`src/rtl/halt_pkg.sv`:
```
// Package: shared state type for the port halt controller.
// Assumes: nothing beyond IEEE 1800-2017.
package halt_pkg;
    typedef enum logic [0:0] {
        ST_IDLE = 1'b0,
        ST_WAIT = 1'b1
    } halt_state_e;
endpackage

```
`src/rtl/halt_sync.sv`:
```
// Module: halt_sync
// Two-flop synchroniser for a vector of independent level signals.
// Assumes: each bit is a slow level; no bus coherency across bits needed.
module halt_sync #(
    parameter int W = 2
) (
    input  logic         clk,
    input  logic         rst_n,
    input  logic [W-1:0] d,
    output logic [W-1:0] q
);
    logic [W-1:0] stage1;
    logic [W-1:0] stage2;

    // Capture the asynchronous inputs through two flops.
    always_ff @(posedge clk) begin
        if (!rst_n) begin
            stage1 <= '0;
            stage2 <= '0;
        end else begin
            stage1 <= d;
            stage2 <= stage1;
        end
    end

    assign q = stage2;

    // Cycles since reset release, saturating; used only by the check below.
    logic [1:0] warm;
    always_ff @(posedge clk) begin
        if (!rst_n)          warm <= 2'd0;
        else if (warm != 2'd3) warm <= warm + 2'd1;
    end

    assert_two_stage_delay_R4: assert property (@(posedge clk) disable iff (!rst_n)
        (warm >= 2'd2) |-> (q == $past(d, 2)));
endmodule

```
`src/rtl/halt_poll_timer.sv`:
```
// Module: halt_poll_timer
// Prescaler that produces a poll strobe every CLKS_PER_POLL cycles while
// running, plus a count of polls so far and a flag for the final poll.
// Assumes: start and run are never high together (start comes from idle).
module halt_poll_timer #(
    parameter int CLKS_PER_POLL = 6250,
    parameter int MAX_POLLS     = 2000
) (
    input  logic clk,
    input  logic rst_n,
    input  logic start,
    input  logic run,
    output logic poll,
    output logic last_poll
);
    localparam int CNT_W  = $clog2(CLKS_PER_POLL + 1);
    localparam int POLL_W = $clog2(MAX_POLLS + 1);
    localparam logic [CNT_W-1:0]  CNT_TOP  = CNT_W'(CLKS_PER_POLL - 1);
    localparam logic [POLL_W-1:0] POLL_TOP = POLL_W'(MAX_POLLS - 1);

    logic [CNT_W-1:0]  cyc_cnt;
    logic [POLL_W-1:0] poll_cnt;

    assign poll      = run && (cyc_cnt == CNT_TOP);
    assign last_poll = (poll_cnt == POLL_TOP);

    // Cycle prescaler: restarts on a new attempt, wraps at each poll.
    always_ff @(posedge clk) begin
        if (!rst_n)     cyc_cnt <= '0;
        else if (start) cyc_cnt <= '0;
        else if (poll)  cyc_cnt <= '0;
        else if (run)   cyc_cnt <= cyc_cnt + 1'b1;
    end

    // Poll counter: number of polls already taken in this attempt.
    always_ff @(posedge clk) begin
        if (!rst_n)     poll_cnt <= '0;
        else if (start) poll_cnt <= '0;
        else if (poll && !last_poll) poll_cnt <= poll_cnt + 1'b1;
    end

    assert_poll_budget_R7: assert property (@(posedge clk) disable iff (!rst_n)
        run |-> (poll_cnt < POLL_W'(MAX_POLLS)));
    assert_poll_spacing_R3: assert property (@(posedge clk) disable iff (!rst_n)
        poll |=> !poll);
endmodule

```
`src/rtl/halt_seq.sv`:
```
// Module: halt_seq
// Sequencer: accepts a command, holds the halt request while polling, and
// turns the synchronised acknowledge/idle seen at a poll into one outcome.
// Assumes: ack_s/idle_s are already synchronised to clk.
module halt_seq
    import halt_pkg::*;
(
    input  logic clk,
    input  logic rst_n,
    input  logic cmd,
    input  logic ack_s,
    input  logic idle_s,
    input  logic poll,
    input  logic last_poll,
    output logic start,
    output logic run,
    output logic req,
    output logic done,
    output logic ok,
    output logic fail,
    output logic tmo
);
    halt_state_e state;
    logic        finish;

    assign start  = (state == ST_IDLE) && cmd;
    assign run    = (state == ST_WAIT);
    assign finish = run && poll && (ack_s || last_poll);

    // State register: idle until a command, wait until an outcome.
    always_ff @(posedge clk) begin
        if (!rst_n)      state <= ST_IDLE;
        else if (start)  state <= ST_WAIT;
        else if (finish) state <= ST_IDLE;
    end

    // Halt request toward the port and the one-cycle completion pulse.
    always_ff @(posedge clk) begin
        if (!rst_n) begin
            req  <= 1'b0;
            done <= 1'b0;
        end else begin
            done <= finish;
            if (start)       req <= 1'b1;
            else if (finish) req <= 1'b0;
        end
    end

    // Outcome flags: cleared on acceptance, set once at the final poll.
    always_ff @(posedge clk) begin
        if (!rst_n) begin
            ok   <= 1'b0;
            fail <= 1'b0;
            tmo  <= 1'b0;
        end else if (start) begin
            ok   <= 1'b0;
            fail <= 1'b0;
            tmo  <= 1'b0;
        end else if (finish) begin
            ok   <= ack_s && idle_s;
            fail <= ack_s && !idle_s;
            tmo  <= !ack_s;
        end
    end

    assert_done_onehot_R8: assert property (@(posedge clk) disable iff (!rst_n)
        done |-> $onehot({ok, fail, tmo}));
    assert_done_single_R8: assert property (@(posedge clk) disable iff (!rst_n)
        done |=> !done);
    assert_req_released_R8: assert property (@(posedge clk) disable iff (!rst_n)
        done |-> (!req && $past(req)));
    assert_done_on_poll_R3: assert property (@(posedge clk) disable iff (!rst_n)
        $rose(done) |-> $past(poll));
    assert_req_held_R2: assert property (@(posedge clk) disable iff (!rst_n)
        (run && !poll) |=> req);
    assert_flags_held_R9: assert property (@(posedge clk) disable iff (!rst_n)
        (!run && !cmd) |=> $stable({ok, fail, tmo}));
    assert_busy_cmd_ignored_R10: assert property (@(posedge clk) disable iff (!rst_n)
        (run && cmd && !poll) |=> run);
endmodule

```
`src/rtl/port_halt_ctrl.sv`:
```
// Module: port_halt_ctrl (top)
// Halt handshake controller for a bus master port: request, poll the
// acknowledge on a prescaled interval, confirm idle, release, report.
// Assumes: port_ack/port_idle may be asynchronous; halt_cmd is synchronous.
module port_halt_ctrl #(
    parameter int CLKS_PER_POLL = 6250,
    parameter int MAX_POLLS     = 2000
) (
    input  logic clk,
    input  logic rst_n,
    input  logic halt_cmd,
    input  logic port_ack,
    input  logic port_idle,
    output logic halt_req,
    output logic done,
    output logic halted_ok,
    output logic halt_failed,
    output logic timed_out
);
    localparam int SYNC_W = 2;

    logic [SYNC_W-1:0] sync_q;
    logic start, run, poll, last_poll;

    halt_sync #(.W(SYNC_W)) u_sync (
        .clk   (clk),
        .rst_n (rst_n),
        .d     ({port_idle, port_ack}),
        .q     (sync_q)
    );

    halt_poll_timer #(
        .CLKS_PER_POLL (CLKS_PER_POLL),
        .MAX_POLLS     (MAX_POLLS)
    ) u_timer (
        .clk       (clk),
        .rst_n     (rst_n),
        .start     (start),
        .run       (run),
        .poll      (poll),
        .last_poll (last_poll)
    );

    halt_seq u_seq (
        .clk       (clk),
        .rst_n     (rst_n),
        .cmd       (halt_cmd),
        .ack_s     (sync_q[0]),
        .idle_s    (sync_q[1]),
        .poll      (poll),
        .last_poll (last_poll),
        .start     (start),
        .run       (run),
        .req       (halt_req),
        .done      (done),
        .ok        (halted_ok),
        .fail      (halt_failed),
        .tmo       (timed_out)
    );

    assert_reset_quiet_R1: assert property (@(posedge clk)
        !rst_n |=> !halt_req && !done && !halted_ok && !halt_failed && !timed_out);
endmodule

```
`config.mk`:
```
export PLATFORM = sky130hd
export DESIGN_NAME = port_halt_ctrl
export DESIGN_NICKNAME = d
export VERILOG_FILES = /design/src/rtl/halt_pkg.sv /design/src/rtl/halt_sync.sv /design/src/rtl/halt_poll_timer.sv /design/src/rtl/halt_seq.sv /design/src/rtl/port_halt_ctrl.sv
export SDC_FILE = /design/constraint.sdc
export NUM_CORES = 1
export LEC_CHECK = 0
export BUFFER_PORTS_ARGS = -buffer_cell sky130_fd_sc_hd__buf_4
export CORE_MARGIN = 2
export CORE_UTILIZATION = 58
export CTS_CLUSTER_DIAMETER = 50
export DETAILED_ROUTE_END_ITERATION = 10
export HOLD_SLACK_MARGIN = 0.02
export PLACE_DENSITY = 0.77
export SYNTH_ARGS = -nofsm -noshare
export SYNTH_HDL_FRONTEND = slang
export SYNTH_SLANG_ARGS = --single-unit
```
`constraint.sdc`:
```
create_clock -name clk -period 2.6 [get_ports clk]
set_input_delay 0.26 -clock clk [delete_from_list [all_inputs] [get_ports clk]]
set_output_delay 0.26 -clock clk [all_outputs]
set_load 0.05 [all_outputs]
```
## Yosys cells after proc, flatten, opt, wreduce, memory -nomap -nowiden

Index checks and enable logic that the tools add are counted.

| word-level totals | value |
|---|---|
| output and inout bits | 5 |
| bits in writable memories | 0 |
| ROM bits | 0 |
| input port bits | 5 |
| register bits after elaboration | 33 |
| memories kept | 0 |
| word-level logic and storage cells | 31 |
| bits in latches | 0 |

| cells by class | value |
|---|---|
| shift-type cells | 0 |
| equal/unequal tests | 2 |
| div/mod/pow operators | 0 |
| multiplexer cells | 2 |
| $mul | 0 |
| bitwise logic cells | 2 |
| order comparisons | 0 |
| add/subtract/negate cells | 2 |
| reductions and logical operators | 14 |

Operators by type and width:

| kind | number |
|---|---|
| 13-bit by 1-bit adder with 13-bit output, second input constant | 1 |
| 13-bit equality test, second input constant | 1 |
| 11-bit by 1-bit adder with 11-bit output, second input constant | 1 |
| 11-bit equality test, second input constant | 1 |
| 1-bit logical AND | 7 |
| 1-bit logical NOT | 3 |
| 3-bit OR reduction | 1 |
| 1-bit two-way mux | 2 |
| 1-bit inverter | 2 |
| 2-bit nonzero test | 1 |
| 2-bit OR reduction | 1 |
| 1-bit logical OR | 1 |

## Depth between registers and ports, before layout

| depth | value |
|---|---|
| depth in word-level cells | 6 |
| gate-level depth with buffers | 7 |

## Modules after synthesis

Synthesis repeated with hierarchy kept, for this count alone.

| unflattened totals | value |
|---|---|
| cells, all modules | 166 |
| area, all modules | 1507.7 µm² |

By module, submodules not included:

| module | area each (µm²) | cells each | times used | seq. area each (µm²) |
|---|---|---|---|---|
| halt_poll_timer | 1193.6 | 137 | 1 | 480.5 |
| halt_seq | 209.0 | 21 | 1 | 100.1 |
| halt_sync | 105.1 | 8 | 1 | 80.1 |

## Worst setup path before layout

Ideal clock, no wire load.

| path | value |
|---|---|
| path kind | reg-to-reg |
| start point | register u_seq.req (netlist name) |
| end point | register u_timer.poll_cnt[7] |
| stages on the path, launching flop included | 7 |
| required time | 2.530 ns |
| slack | 0.221 ns |
| setup time | 0.070 ns |
| arrival | 2.309 ns |
| path buffers | 2 |
| cell sequence | dfxtp_1 -> clkbuf_1 -> nand4bb_1 -> or4_1 -> buf_2 -> or4_1 -> a21oi_1 |

RTL lines:

| item | RTL line | RTL |
|---|---|---|
| end signal, assigned | halt_poll_timer.sv:39 | `else if (poll && !last_poll) poll_cnt <= poll_cnt + 1'b1;` |
| end, declared | halt_poll_timer.sv:22 | `logic [POLL_W-1:0] poll_cnt;` |

## Worst setup path in the final report

| path | value |
|---|---|
| start point | register u_timer.cyc_cnt[0] |
| end point | register u_timer.poll_cnt[7] |

| on the way | value |
|---|---|
| word-level cells in the longest chain between the ends | 3 |

RTL lines:

| item | RTL line | RTL |
|---|---|---|
| start, declared | halt_poll_timer.sv:21 | `logic [CNT_W-1:0] cyc_cnt;` |
| start signal, assigned | halt_poll_timer.sv:32 | `else if (run) cyc_cnt <= cyc_cnt + 1'b1;` |
| 13-bit equality test | halt_poll_timer.sv:24 | `assign poll = run && (cyc_cnt == CNT_TOP);` |
| 1-bit logical AND | halt_poll_timer.sv:24 |  |
| 1-bit logical AND | halt_poll_timer.sv:39 |  |

Every way passes these cells.
A chain may end at the register's enable or synchronous reset.

==> reports/metrics.csv <==
stage,metric,value,unit
outcome,status,finished clean,
global_route,pin count of the biggest net entering global routing,16,
worst_setup_path,CP max stage delay,640,ps
floorplan,Die Span X,54.39,microns
layout,final instance area,1628,sq um
logic_synthesis,synthesized instance count,168,
logic_synthesis,Syn Nets,176,
global_route,vias in the first global route,1065,
logic_synthesis,yosys warns,0,
worst_hold_path,hold path depth,2,
global_route,gr usage total,0.2100,
logic_synthesis,most instantiated cells after synthesis,"dfxtp_1, nor2_1, a21oi_1, nand2_1, or4_1",
logic_synthesis,biggest area consumer among synthesized cells,dfxtp_1,
layout,post-layout util,0.6692,
drt,Iter 0 DRT Violations,28,
timing,min cycle time layout,2456,ps
global_route,antenna violations before repair,0,
worst_setup_path,Setup CP Type,register to register,
pwr,PD cells,507.0,nW/um^2
floorplan,Die Ht,54.39,microns
timing,Final Hold Viols,0,
logic_synthesis,ys async rst share,0,
clock_tree,Root Driver,clkbuf_4,
timing,"Period Utilization, post-route",0.9446,
timing,fmax,407.2,MHz
logic_synthesis,post-synthesis register bit count,33,
timing,Setup TNS Final,0,ps
worst_setup_path,FF-to-FF setup slack,140,ps
logic_synthesis,top_reg_cell synth,dfxtp_1,
timing,Min Hold Slack,136.6,ps
global_route,grt total ovfl,0,
layout,Layout Nets,189,
clock_tree,Clock Sinks,33,
drt,wire per inst,13.24,microns
clock_tree,Clock Pin Slew Worst Setup and Hold Paths,100,ps
worst_setup_path,Register-to-Register Path Depth,5,
floorplan,die area,2958,sq um
placed_design,post-DP HPWL,1996,microns
floorplan,core box area,2432,sq um
worst_setup_path,Critical Path End Type,register,
logic_synthesis,syn_area_per_cell,8.766,sq um
timing,RSZ-0062 raised after global routing,no,
drt,DR vias/cell,5.925,
clock_tree,TritonCTS clock tree,done,
layout,"Cell Count, Final, Fillers Out",212,
worst_hold_path,Hold Path Class,primary input to register,
clock_tree,CTS buffer count,5,
logic_synthesis,Post-synth EDFFs,0,
timing,Least-Margin Pin Slew,485.6,ps
placed_design,Place WS,173.2,ps
timing,"Slew Viols, Final",0,
worst_setup_path,CP startpoint kind,register,
clock_tree,CTS H-tree lvls,2,
timing,final setup vio count,0,
pwr,Leak,0.5187,nW
clock_tree,cts hold-fix bufs,0,
global_route,first-pass GRT wire length,4395,microns
worst_setup_path,CP Max Fanout,10,
clock_tree,clock latency on the worst-skew pair,340,ps
floorplan,boundary pin count,10,
layout,P&R area growth vs syn,10.54,%
clock_tree,post-cts sizing count,0,
logic_synthesis,top cell type's share of synthesized area,0.4486,
logic_synthesis,Yosys cell types,32,
drt,Total Wirelength,2807,microns
logic_synthesis,sequential share of the synthesized area,0.4486,
worst_setup_path,slowest CP cell,or4_1,
logic_synthesis,synthesized area,1473,sq um
layout,proportion of layout cells with a drive suffix above 1,0.1099,
pwr,VDD IR max,0.5019,mV
layout,Ant. Diodes,0,
placed_design,GPL Wtd Cong,0.7784,
drt,via count,1256,
timing,slack of the critical path,143.9,ps
placed_design,DP Area,1577,sq um
logic_synthesis,Synth area leaders,"dfxtp_1, xnor2_1, or4_1, a21oi_1, o31ai_1",
run,MaxCap Viol Count,0,
worst_setup_path,crit-path cells,ha_1 -> or4b_1 -> or4_1 -> or4_1 -> a21oi_1,
timing,Slew headroom,0.6762,
drt,drt pass-1 iters,4,
clock_tree,worst-case clock buffer depth,2,
pwr,Design Power,0.8253,mW
placed_design,placed insts,204,
clock_tree,post-CTS setup buffers,0,
placed_design,PortBufs,9,
floorplan,Initial Util,0.6055,
worst_setup_path,most used cell along the critical path,or4_1,
worst_setup_path,crit path DAT,2740,ps
floorplan,row count,18,
drt,DRC,0,
logic_synthesis,most frequent cell after synthesis,dfxtp_1,
drt,Routed Antenna Nets,0,
timing,Clock Skew,8.999,ps
worst_setup_path,Worst EP required,2880,ps
path summary, 6_finish.rpt:
path | start | to
setup / recovery | u_timer.cyc_cnt[0]$_SDFFE_PP0P_ | u_timer.poll_cnt[7]$_SDFFE_PP0P_
hold / removal | port_ack | u_sync.stage1[0]$_SDFF_PN0_
setup reg to reg | u_timer.cyc_cnt[0]$_SDFFE_PP0P_ | u_timer.poll_cnt[7]$_SDFFE_PP0P_
hold reg to reg | u_sync.stage1[1]$_SDFF_PN0_ | u_sync.q[1]$_SDFF_PN0_
placed cells by master, fill, tap and decap left out, types with 6 or more instances in the layout:
cell type and count:
a21oi_1 14, and2_1 6, buf_4 12, dfxtp_1 33
nand2_1 10, nand3_1 6, nand4_1 6, nor2_1 17
o31ai_1 9, or4_1 10, xnor2_1 9
critical path: cells and delay by family, from the launching register on:
family,cells,cell delay [ps]
fa+ha+maj,1,200
flops,1,440
compound gates,1,150
simple gates,3,1600
layout make-up:
class,count,area (sq um)
Clock buffer,6,41.29
Multi-Input combinational cell,124,769.5
Tap cell,30,37.54
Timing Repair Buffer,12,90.09
Sequential cell,33,660.6
Inverter,5,18.77
Clock inverter,2,10.01
Fill cell,209,804.5
routing by layer:
layer,track usage,wire [microns],part of all wire
met5,0,0,0
met4,0.08750,48,0.017
met3,0.07377,109,0.039
met2,0.3394,1359,0.48
met1,0.2526,1289,0.46
cells by family after synthesis:
family,Yosys count,share of synthesized area
and+or+nand+nor,77,0.2974
adders and majority gates,3,0.02549
xor gates and xnor gates,12,0.07137
DFF,33,0.4486
buffers and inverters,11,0.02888
AOI/OAI and AO/OA,32,0.1283
sequential cells by signal (all words and copies together) (netlist names):
signal	flops
u_seq.ok	1
u_sync.q	2
u_seq.tmo	1
u_seq.fail	1
u_seq.req	1
u_seq.done	1
u_timer.poll_cnt	11
u_timer.cyc_cnt	13
u_sync.stage1	2
where the power goes:
part,total [mW],switching (mW),internal [mW],leakage (nW)
combinational,0.0378,0.0224,0.0154,0.220
sequential,0.516,0.00495,0.511,0.267
clock,0.271,0.169,0.103,0.0320
total,0.825,0.196,0.629,0.519
No activity file was read; power rests on OpenSTA's default activity.
